File: config.mk
export PLATFORM = sky130hd
export DESIGN_NAME = serial_adc_emu
export DESIGN_NICKNAME = d
export VERILOG_FILES = /design/src/rtl/sadc_pkg.sv /design/src/rtl/sadc_pin_sync.sv /design/src/rtl/sadc_sample_pick.sv /design/src/rtl/sadc_frame.sv /design/src/rtl/serial_adc_emu.sv
export SDC_FILE = /design/constraint.sdc
export NUM_CORES = 1
export LEC_CHECK = 0
export ABC_AREA = 1
export CORE_MARGIN = 2
export CORE_UTILIZATION = 36
export DETAILED_ROUTE_END_ITERATION = 8
export MAX_ROUTING_LAYER = met4
export PLACE_DENSITY = 0.72
export SLEW_MARGIN = 20
export SYNTH_ARGS = -nofsm -noshare
export SYNTH_HDL_FRONTEND = slang
export SYNTH_HIERARCHICAL = 1
export SYNTH_SLANG_ARGS = --single-unit
File: constraint.sdc
create_clock -name clk -period 2.1 [get_ports clk]
set_input_delay 0.42 -clock clk [delete_from_list [all_inputs] [get_ports clk]]
set_output_delay 0.42 -clock clk [all_outputs]
set_load 0.02 [all_outputs]
File: src/rtl/sadc_pkg.sv
package sadc_pkg;

    // Frame sequencer phases; PH_OFF must stay the all-zero encoding.
    typedef enum logic [2:0] {
        PH_OFF    = 3'd0,
        PH_HUNT   = 3'd1,
        PH_CFG    = 3'd2,
        PH_PEND   = 3'd3,
        PH_STROBE = 3'd4,
        PH_SHIFT  = 3'd5,
        PH_HOLD   = 3'd6
    } phase_e;

endpackage

File: src/rtl/sadc_pin_sync.sv
// Two-stage synchronizers for the host pins, plus edge detection on bit 0.
module sadc_pin_sync #(
    parameter int            N       = 3,
    parameter logic [N-1:0]  RST_VAL = '0
) (
    input  logic         clk,
    input  logic         rst_n,
    input  logic [N-1:0] pin_in,
    output logic [N-1:0] pin_lvl,
    output logic         edge_rise,
    output logic         edge_fall
);

    logic [N-1:0] meta_q;
    logic [N-1:0] lvl_q;
    logic         prev_q;

    for (genvar g = 0; g < N; g++) begin : g_sync
        always_ff @(posedge clk or negedge rst_n) begin
            if (!rst_n) begin
                meta_q[g] <= RST_VAL[g];
                lvl_q[g]  <= RST_VAL[g];
            end else begin
                meta_q[g] <= pin_in[g];
                lvl_q[g]  <= meta_q[g];
            end
        end
    end

    always_ff @(posedge clk or negedge rst_n) begin
        if (!rst_n) prev_q <= RST_VAL[0];
        else        prev_q <= lvl_q[0];
    end

    assign pin_lvl   = lvl_q;
    assign edge_rise = lvl_q[0] & ~prev_q;
    assign edge_fall = ~lvl_q[0] & prev_q;

endmodule

File: src/rtl/sadc_sample_pick.sv
// Channel selection and output coding of the parallel sample inputs.
module sadc_sample_pick #(
    parameter int CH_N     = 8,
    parameter int SAMPLE_W = 12,
    localparam int SEL_W   = $clog2(CH_N)
) (
    input  logic [CH_N*SAMPLE_W-1:0] samples,
    input  logic [SEL_W-1:0]         sel,
    input  logic                     unipolar,
    output logic [SAMPLE_W-1:0]      code
);

    logic [SAMPLE_W-1:0] lane [CH_N];
    logic [SAMPLE_W-1:0] picked;

    for (genvar g = 0; g < CH_N; g++) begin : g_lane
        assign lane[g] = samples[g*SAMPLE_W +: SAMPLE_W];
    end

    assign picked = lane[sel];

    // Offset binary -> two's complement is an MSB inversion.
    always_comb begin
        if (unipolar) code = picked;
        else          code = {~picked[SAMPLE_W-1], picked[SAMPLE_W-2:0]};
    end

endmodule

File: src/rtl/sadc_frame.sv
// Start-bit hunt, command capture, strobe and result shifting.
module sadc_frame
    import sadc_pkg::*;
#(
    parameter int SAMPLE_W = 12,
    parameter int SEL_W    = 3,
    localparam int CFG_W   = SEL_W + 4,
    localparam int MAX_CNT = (SAMPLE_W > CFG_W) ? SAMPLE_W : CFG_W,
    localparam int CNT_W   = $clog2(MAX_CNT + 1)
) (
    input  logic                clk,
    input  logic                rst_n,
    input  logic                cs_lvl,
    input  logic                sclk_rise,
    input  logic                sclk_fall,
    input  logic                din_lvl,
    input  logic [SAMPLE_W-1:0] code,
    output logic [SEL_W-1:0]    sel,
    output logic                unipolar,
    output logic                dout,
    output logic                dout_oe,
    output logic                sstrb,
    output logic                sstrb_oe,
    output logic                acq
);

    // Captured-bit count at which the acquisition window opens / closes.
    localparam logic [CNT_W-1:0] ACQ_OPEN  = CNT_W'(CFG_W - 4);
    localparam logic [CNT_W-1:0] CFG_LAST  = CNT_W'(CFG_W - 1);
    localparam logic [CNT_W-1:0] BITS_DONE = CNT_W'(SAMPLE_W);

    typedef struct packed {
        phase_e              phase;
        logic [CFG_W-2:0]    cfg;
        logic [CNT_W-1:0]    cnt;
        logic [SAMPLE_W-1:0] word;
        logic                dout;
        logic                oe;
        logic                sstrb;
        logic                acq;
    } fr_t;

    fr_t fr_d, fr_q;

    always_comb begin
        fr_d = fr_q;
        if (cs_lvl) begin
            fr_d = '0;
        end else begin
            case (fr_q.phase)
                PH_OFF: begin
                    fr_d.phase = PH_HUNT;
                    fr_d.oe    = 1'b1;
                end
                PH_HUNT: begin
                    if (sclk_rise && din_lvl) begin
                        fr_d.phase = PH_CFG;
                        fr_d.cnt   = '0;
                        fr_d.cfg   = '0;
                    end
                end
                PH_CFG: begin
                    if (sclk_rise) begin
                        fr_d.cfg = {fr_q.cfg[CFG_W-3:0], din_lvl};
                        fr_d.cnt = fr_q.cnt + 1'b1;
                        if (fr_q.cnt == ACQ_OPEN) fr_d.acq = 1'b1;
                        if (fr_q.cnt == CFG_LAST) begin
                            fr_d.acq   = 1'b0;
                            fr_d.cfg   = fr_q.cfg;
                            fr_d.word  = code;
                            fr_d.cnt   = '0;
                            fr_d.phase = (fr_q.cfg[0] && din_lvl) ? PH_PEND : PH_HOLD;
                        end
                    end
                end
                PH_PEND: begin
                    if (sclk_fall) begin
                        fr_d.sstrb = 1'b1;
                        fr_d.phase = PH_STROBE;
                    end
                end
                PH_STROBE: begin
                    if (sclk_fall) begin
                        fr_d.sstrb = 1'b0;
                        fr_d.dout  = fr_q.word[SAMPLE_W-1];
                        fr_d.word  = {fr_q.word[SAMPLE_W-2:0], 1'b0};
                        fr_d.cnt   = CNT_W'(1);
                        fr_d.phase = PH_SHIFT;
                    end
                end
                PH_SHIFT: begin
                    if (sclk_fall) begin
                        if (fr_q.cnt == BITS_DONE) begin
                            fr_d.dout  = 1'b0;
                            fr_d.phase = PH_HUNT;
                        end else begin
                            fr_d.dout = fr_q.word[SAMPLE_W-1];
                            fr_d.word = {fr_q.word[SAMPLE_W-2:0], 1'b0};
                            fr_d.cnt  = fr_q.cnt + 1'b1;
                        end
                    end
                end
                PH_HOLD: ;
                default: fr_d = '0;
            endcase
        end
    end

    always_ff @(posedge clk or negedge rst_n) begin
        if (!rst_n) fr_q <= '0;
        else        fr_q <= fr_d;
    end

    assign sel      = fr_q.cfg[CFG_W-2 -: SEL_W];
    assign unipolar = fr_q.cfg[CFG_W-2-SEL_W];
    assign dout     = fr_q.dout;
    assign dout_oe  = fr_q.oe;
    assign sstrb    = fr_q.sstrb;
    assign sstrb_oe = fr_q.oe;
    assign acq      = fr_q.acq;

endmodule

File: src/rtl/serial_adc_emu.sv
module serial_adc_emu #(
    parameter int CH_N     = 8,
    parameter int SAMPLE_W = 12
) (
    input  logic                     clk,
    input  logic                     rst_n,
    input  logic                     sclk,
    input  logic                     cs_n,
    input  logic                     din,
    input  logic [CH_N*SAMPLE_W-1:0] samples,
    output logic                     dout,
    output logic                     dout_oe,
    output logic                     sstrb,
    output logic                     sstrb_oe,
    output logic                     acq
);

    localparam int SEL_W = $clog2(CH_N);

    logic [2:0]          pin_lvl;
    logic                cs_lvl;
    logic                din_lvl;
    logic                sclk_rise;
    logic                sclk_fall;
    logic [SEL_W-1:0]    sel;
    logic                unipolar;
    logic [SAMPLE_W-1:0] code;

    // Bit 0 is the serial clock (edges found), bit 1 chip select, bit 2 data.
    sadc_pin_sync #(
        .N       (3),
        .RST_VAL (3'b010)
    ) u_sync (
        .clk       (clk),
        .rst_n     (rst_n),
        .pin_in    ({din, cs_n, sclk}),
        .pin_lvl   (pin_lvl),
        .edge_rise (sclk_rise),
        .edge_fall (sclk_fall)
    );

    assign cs_lvl  = pin_lvl[1];
    assign din_lvl = pin_lvl[2];

    sadc_sample_pick #(
        .CH_N     (CH_N),
        .SAMPLE_W (SAMPLE_W)
    ) u_pick (
        .samples  (samples),
        .sel      (sel),
        .unipolar (unipolar),
        .code     (code)
    );

    sadc_frame #(
        .SAMPLE_W (SAMPLE_W),
        .SEL_W    (SEL_W)
    ) u_frame (
        .clk       (clk),
        .rst_n     (rst_n),
        .cs_lvl    (cs_lvl),
        .sclk_rise (sclk_rise),
        .sclk_fall (sclk_fall),
        .din_lvl   (din_lvl),
        .code      (code),
        .sel       (sel),
        .unipolar  (unipolar),
        .dout      (dout),
        .dout_oe   (dout_oe),
        .sstrb     (sstrb),
        .sstrb_oe  (sstrb_oe),
        .acq       (acq)
    );

endmodule

* Word-level counts from Yosys, hierarchy flattened
Cells that the tools add are included.
** Storage, ports and cells
- Register bits :: 36
- Bits of input ports :: 101
- Output and inout port bits :: 5
- Logic and storage cells :: 97
** Cells by class
- Add/subtract/negate cells :: 1
- Magnitude comparators :: 1
- Equal/unequal tests :: 27
- Mux-type cells :: 30
- Bitwise logic cells :: 6
- Reduce and logical (&&, ||, !) cells :: 17
** Operator list (count)
- 25-bit two-way mux :: 2
- 12-bit case mux with 4 select lines :: 1
- 12-bit binary-select mux with 3-bit select :: 1
- 12-bit two-way mux :: 3
- 17-bit two-way mux :: 2
- 29-bit two-way mux :: 1
- 3-bit case mux with 7 select lines :: 1
- 4-bit case mux with 5 select lines :: 1
- 6-bit case mux with 3 select lines :: 1
- 16-bit two-way mux :: 1
- 3-bit two-way mux :: 5
- 3-bit inequality test (second input constant) :: 5
- 5-bit OR reduction :: 3
- 2-bit by 1-bit inequality test with 1-bit output (second input constant) :: 7
- 13-bit two-way mux :: 1
- 3-bit by 2-bit inequality test with 1-bit output (second input constant) :: 4
- 6-bit AND reduction :: 2
- 6-bit OR reduction :: 2
- 3-bit == test (second input constant) :: 3
- 3-bit AND reduction :: 3
- 8-bit AND reduction :: 1
- 3-bit by 2-bit == test with 1-bit output (second input constant) :: 2
- 1-bit two-way mux :: 6
- 1-bit case mux with 3 select lines :: 2
- 17 further kinds :: 22

* Logic depth before layout (Yosys ltp)
- Word-level depth :: 10
- Depth in mapped cells :: 15
- Depth with buffers taken out :: 13

* Hierarchy
Netlist, hierarchy kept.
** By module, submodules not included
- sadc_frame :: instances 1, cells an instance 346, area an instance 2204.6 µm², sequential area each 725.7 µm²
- sadc_sample_pick :: instances 1, cells an instance 204, area an instance 912.1 µm², sequential area each 0.0 µm²
- sadc_pin_sync :: instances 1, cells an instance 11, area an instance 192.7 µm², sequential area each 177.7 µm²

* Worst setup path before layout
Ideal clock, no wire load.
- Path kind :: reg-to-reg
- From :: register u_frame.fr_q (netlist bit u_frame/sel[1])
- To :: register u_frame/fr_q[6] (netlist name)
- Library setup time :: 0.065 ns
- Arrival time :: 1.553 ns
- Required time :: 2.035 ns
- Path slack :: 0.482 ns
- Stages on the path, launching flop included :: 15
- Path buffers :: 3
- Period minus slack after synthesis :: 1.618 ns
- Cells stage by stage :: dfrtp_1 buf_4 buf_2 buf_2 nor2_1 o21ai_1 o21ai_0 nand2_1 nand2_1 nand4_1 nor2_1 nor2_1 nor2_1 nand3_1 nand2_1
** Between the ends
- Cells in the longest elaborated chain, start to end :: 9
** Ends and longest elaborated chain
- start, declared :: RTL line sadc_frame.sv:43 : fr_t fr_d, fr_q;
- start signal, assigned :: RTL line sadc_frame.sv:111 : else fr_q <= fr_d;
- 3-bit NOT with 4-bit output (implied by the code) :: RTL line sadc_sample_pick.sv:20 : assign picked = lane[sel];
- 12-bit binary-select mux with 3-bit select :: RTL line sadc_sample_pick.sv:20
- 12-bit two-way mux (implied by the code) (2 in a row) :: RTL line sadc_sample_pick.sv:20
- 12-bit two-way mux :: RTL line sadc_sample_pick.sv:24 : if (unipolar) code = picked;
- net code[2] :: RTL line serial_adc_emu.sv:27 : logic [SAMPLE_W-1:0] code;
- 25-bit two-way mux :: RTL line sadc_frame.sv:67 : if (fr_q.cnt == CFG_LAST) begin
- 25-bit two-way mux :: RTL line sadc_frame.sv:63 : if (sclk_rise) begin
- 12-bit case mux with 4 select lines :: RTL line sadc_frame.sv:50 : case (fr_q.phase)
- 29-bit two-way mux :: RTL line sadc_frame.sv:47 : if (cs_lvl) begin
The timed path passes the listed nets, and every way through them passes these cells. The select of a mux whose other input is x is not followed.
A chain may end at the register's enable or synchronous reset.

* Worst setup path after layout
- From :: register u_frame/fr_q[16] (netlist name)
- To :: register u_frame/fr_q[11] (netlist name)
** Between the ends
- Cells in the longest elaborated chain, start to end :: 3
- Elaborated cells between the ends (all ways) :: 5
- Those cells by class :: eq/ne (4); reduce/logical (1)
** Ends and longest elaborated chain (RTL line)
- 4-bit == test or 4-bit by 3-bit == test with 1-bit output (tied branches) :: sadc_frame.sv:93, sadc_frame.sv:67
- 3-bit inequality test (no line) or 3-bit by 2-bit inequality test with 1-bit output (tied branches)
- 6-bit AND reduction (no line) *
Every way passes the cells marked *; elsewhere a longest branch is shown, timed or not.

==> results.md <==
- Crit path max-delay cell type: dfrtp_1
- Die Wd: 99.9 um
- Die height: 99.9 um
- Leak: 2.03 nW
- Vias after detailed routing: 3876
- ANT nets after route: 0
- Hold-fix buffers, CTS: 0
- Clock sink count: 36
- Area leader, netlist: dfrtp_1
- H-tree depth: 2
- Residual DRC count: 0
- Delay-heaviest family, CP: simple AND/OR/NAND/NOR gates
- Clock Skew: 7.45 ps
- Post-cts sizing count: 0
- RSZ-0062 raised after global routing: no
- DRT iter0 DRCs: 293
- Kind of end point of the critical path: register
- Crit-path max FO: 12
- Finished Layout Cells: 762
- Max-cap violations: 0
- Fmax: 526 MHz
- Async set-or-reset flop fraction in the synthesized netlist: 100%
- Yosys reg bits: 36
- Netlist cell types: 27
- Initial Util: 37.6%
- IO Pins: 106
- Number of enable flip-flop cells after synthesis: 0
- Yosys top cell area share: 25.7%
- Critical Path AT: 2080 ps
- Grt ovf: 0
- DPL Wire Length: 7800 um
- Gr usage total: 22.2%
- Clock Latency Late Sink: 290 ps
- Largest net degree at the start of global routing: 37
- Warnings from Yosys: 6
- Setup violators final: 0
- Most frequent cell on the critical path: nand2_1
- Most frequent cell after synthesis: nand2_1
- Syn_area_per_cell: 5.90 um^2
- Max clock buf depth: 2
- Worst min-delay path category: in -> async
- Max stage delay on crit path: 420 ps
- Final Hold Fails: 0
- Final Wtd Congestion: 0.991
- Top post-synthesis cells by area: dfrtp_1 (26%), nand2_1 (17%), nor2_1 (16%), o21ai_1 (6.5%), nand3_1 (5.9%)
- Vias per Instance: 5.09
- Vias in the first global route: 3834
- WP depth: 9
- Final setup TNS: 0 ps
- Core Area: 8810 um^2
- Sum of buffers and inverters on the critical path: 1
- Detailed-route wire length: 10400 um
- Syn_nets: 666
- Area Overhead vs Synth: 36.3%
- Fillers: 901
- Synth top cells by count: nand2_1 (149), nor2_1 (142), o21ai_1 (43)
- Required time of the critical path: 2270 ps
- DR pass1 iterations: 5
- Worst vdd ir: 566 uV
- WL/cell: 13.7 um
- Layout cells sized above 1: 7.65%
- # placed instances: 754
- Row count: 34
- Tcrit/Tclk final: 90.6%
- CP Launch Type: register
- Antenna violations before repair: 0
- CTS tree: yes
- Slew @ Worst Pin: 592 ps
- Seq/Total Area, Yosys: 27.3%
- Setup bufs post-CTS: 0
- Power Total: 0.00274 W
- PortBufs: 105
- Crit-path cells: inv_1 > ha_1 > nand3_2 > nand2_1 > nor2_2 > nor2_1 > nand3_2 > nand2_1 > nand2_1
- Max-slew headroom: 60.5%
- Cell Area, Synth: 3310 um^2
- Critical path type: reg -> reg
- Ys flop type: dfrtp_1
- Final Net Count: 758
- Slew Viols, Final: 0
- Post-synthesis instance total: 561
- Final instance area: 4510 um^2
- N_diodes: 0
- PD cells: 608 nW/um^2
- CTS root buf: clkbuf_8
- DP Area: 4380 um^2
- Worst-case reg-to-reg path depth: 9
- Clk slew on worst S/H paths: 70 ps
- CTS buffer count: 5
- Global-route wire length before repair: 17700 um
- Minimum clock period: 1900 ps
- Die area: 9980 um^2
- Status: complete, no violations
-- path summary, 6_finish.rpt --
kind | startpoint | endpoint | slack, ps
min reg2reg | u_sync/meta_q[2] | u_sync/pin_lvl[2] | 350
max reg2reg | u_frame/fr_q[16] | u_frame/fr_q[11] | 200
max in group asynchronous | rst_n | u_sync/pin_lvl[1] | 1580
max | u_frame/fr_q[16] | u_frame/fr_q[11] | 200
min | rst_n | u_frame/fr_q[28] | 170
min in group clk | u_sync/meta_q[2] | u_sync/pin_lvl[2] | 350
-- logic make-up after synthesis --
kind of cell             Yosys count  share of synthesized area [%]
XOR/XNOR                           2                          0.529
buffers and inverters             78                           12.4
AND/OR/NAND/NOR                  357                           45.2
flip-flops                        36                           27.3
AO/OA/AOI/OAI                     84                           12.8
adder cells (fa/ha/maj)            4                           1.74
-- state kept, by name, summed over array words and instances, names as in the netlist --
| signal | flops |
|---|---|
| u_frame/acq | 1 |
| u_frame/dout | 1 |
| u_frame/dout_oe | 1 |
| u_frame/fr_q | 21 |
| u_frame/sel | 3 |
| u_frame/sstrb | 1 |
| u_frame/unipolar | 1 |
| u_sync/meta_q | 3 |
| u_sync/pin_lvl | 3 |
| u_sync/prev_q | 1 |
-- layout make-up --
type	instances	area, um^2	share of cell area, %
flip-flops and latches	36	903	20.0
clock inverters	1	30.0	0.666
inverters	41	159	3.52
multi-input cells	447	2000	44.3
clock buffers	7	96.3	2.14
well taps	108	135	3.00
repair buffers	122	1190	26.4
-- routing by layer --
| metal | up-vias | wire (um) | track usage (%) |
|---|---|---|---|
| li1 | 1957 | - | - |
| met1 | 1812 | 4620 | 26.9 |
| met2 | 90 | 5280 | 39.5 |
| met3 | 17 | 324 | 2.51 |
| met4 | 0 | 185 | 5.58 |
| met5 | - | 0 | - |
-- where the power goes --
part / total [W] / internal (W) / switching (W)
registers: 0.000795 / 0.000748 / 0.0000468
logic: 0.00129 / 0.000489 / 0.000797
clock network: 0.000663 / 0.000419 / 0.000244
-- worst register-to-register path: stages, from the launching register on --
cell	delay, ps
dfrtp_1	420
inv_1	130
ha_1	220
nand3_2	160
nand2_1	140
nor2_2	80
nor2_1	160
nand3_2	280
nand2_1	140
nand2_1	60
-- per-stage QoR --
stage | util, % | worst slack [ps] | hold slack, ps
after detailed placement | 49.7 | 219 | 338
after global placement | 49.7 | 251 | 334
final | 51.2 | 198 | 166
after global routing | 51.2 | 47.0 | 211
after floorplan | - | 482 | 124
after CTS | 51.1 | 241 | 188
-- placed cells by master (no fill, tap or decap), types with 7 or more instances in the layout --
| cell | count |
|---|---|
| clkbuf_8 | 7 |
| nor2_1 | 142 |
| dfrtp_1 | 34 |
| buf_4 | 15 |
| clkdlybuf4s50_1 | 104 |
| inv_1 | 34 |
| nand2_1 | 149 |
| o21ai_0 | 31 |
| nand4_1 | 13 |
| o21ai_1 | 43 |
| a21oi_1 | 9 |
| nand3_1 | 39 |
Note: power is estimated with default switching activity, not from simulation.
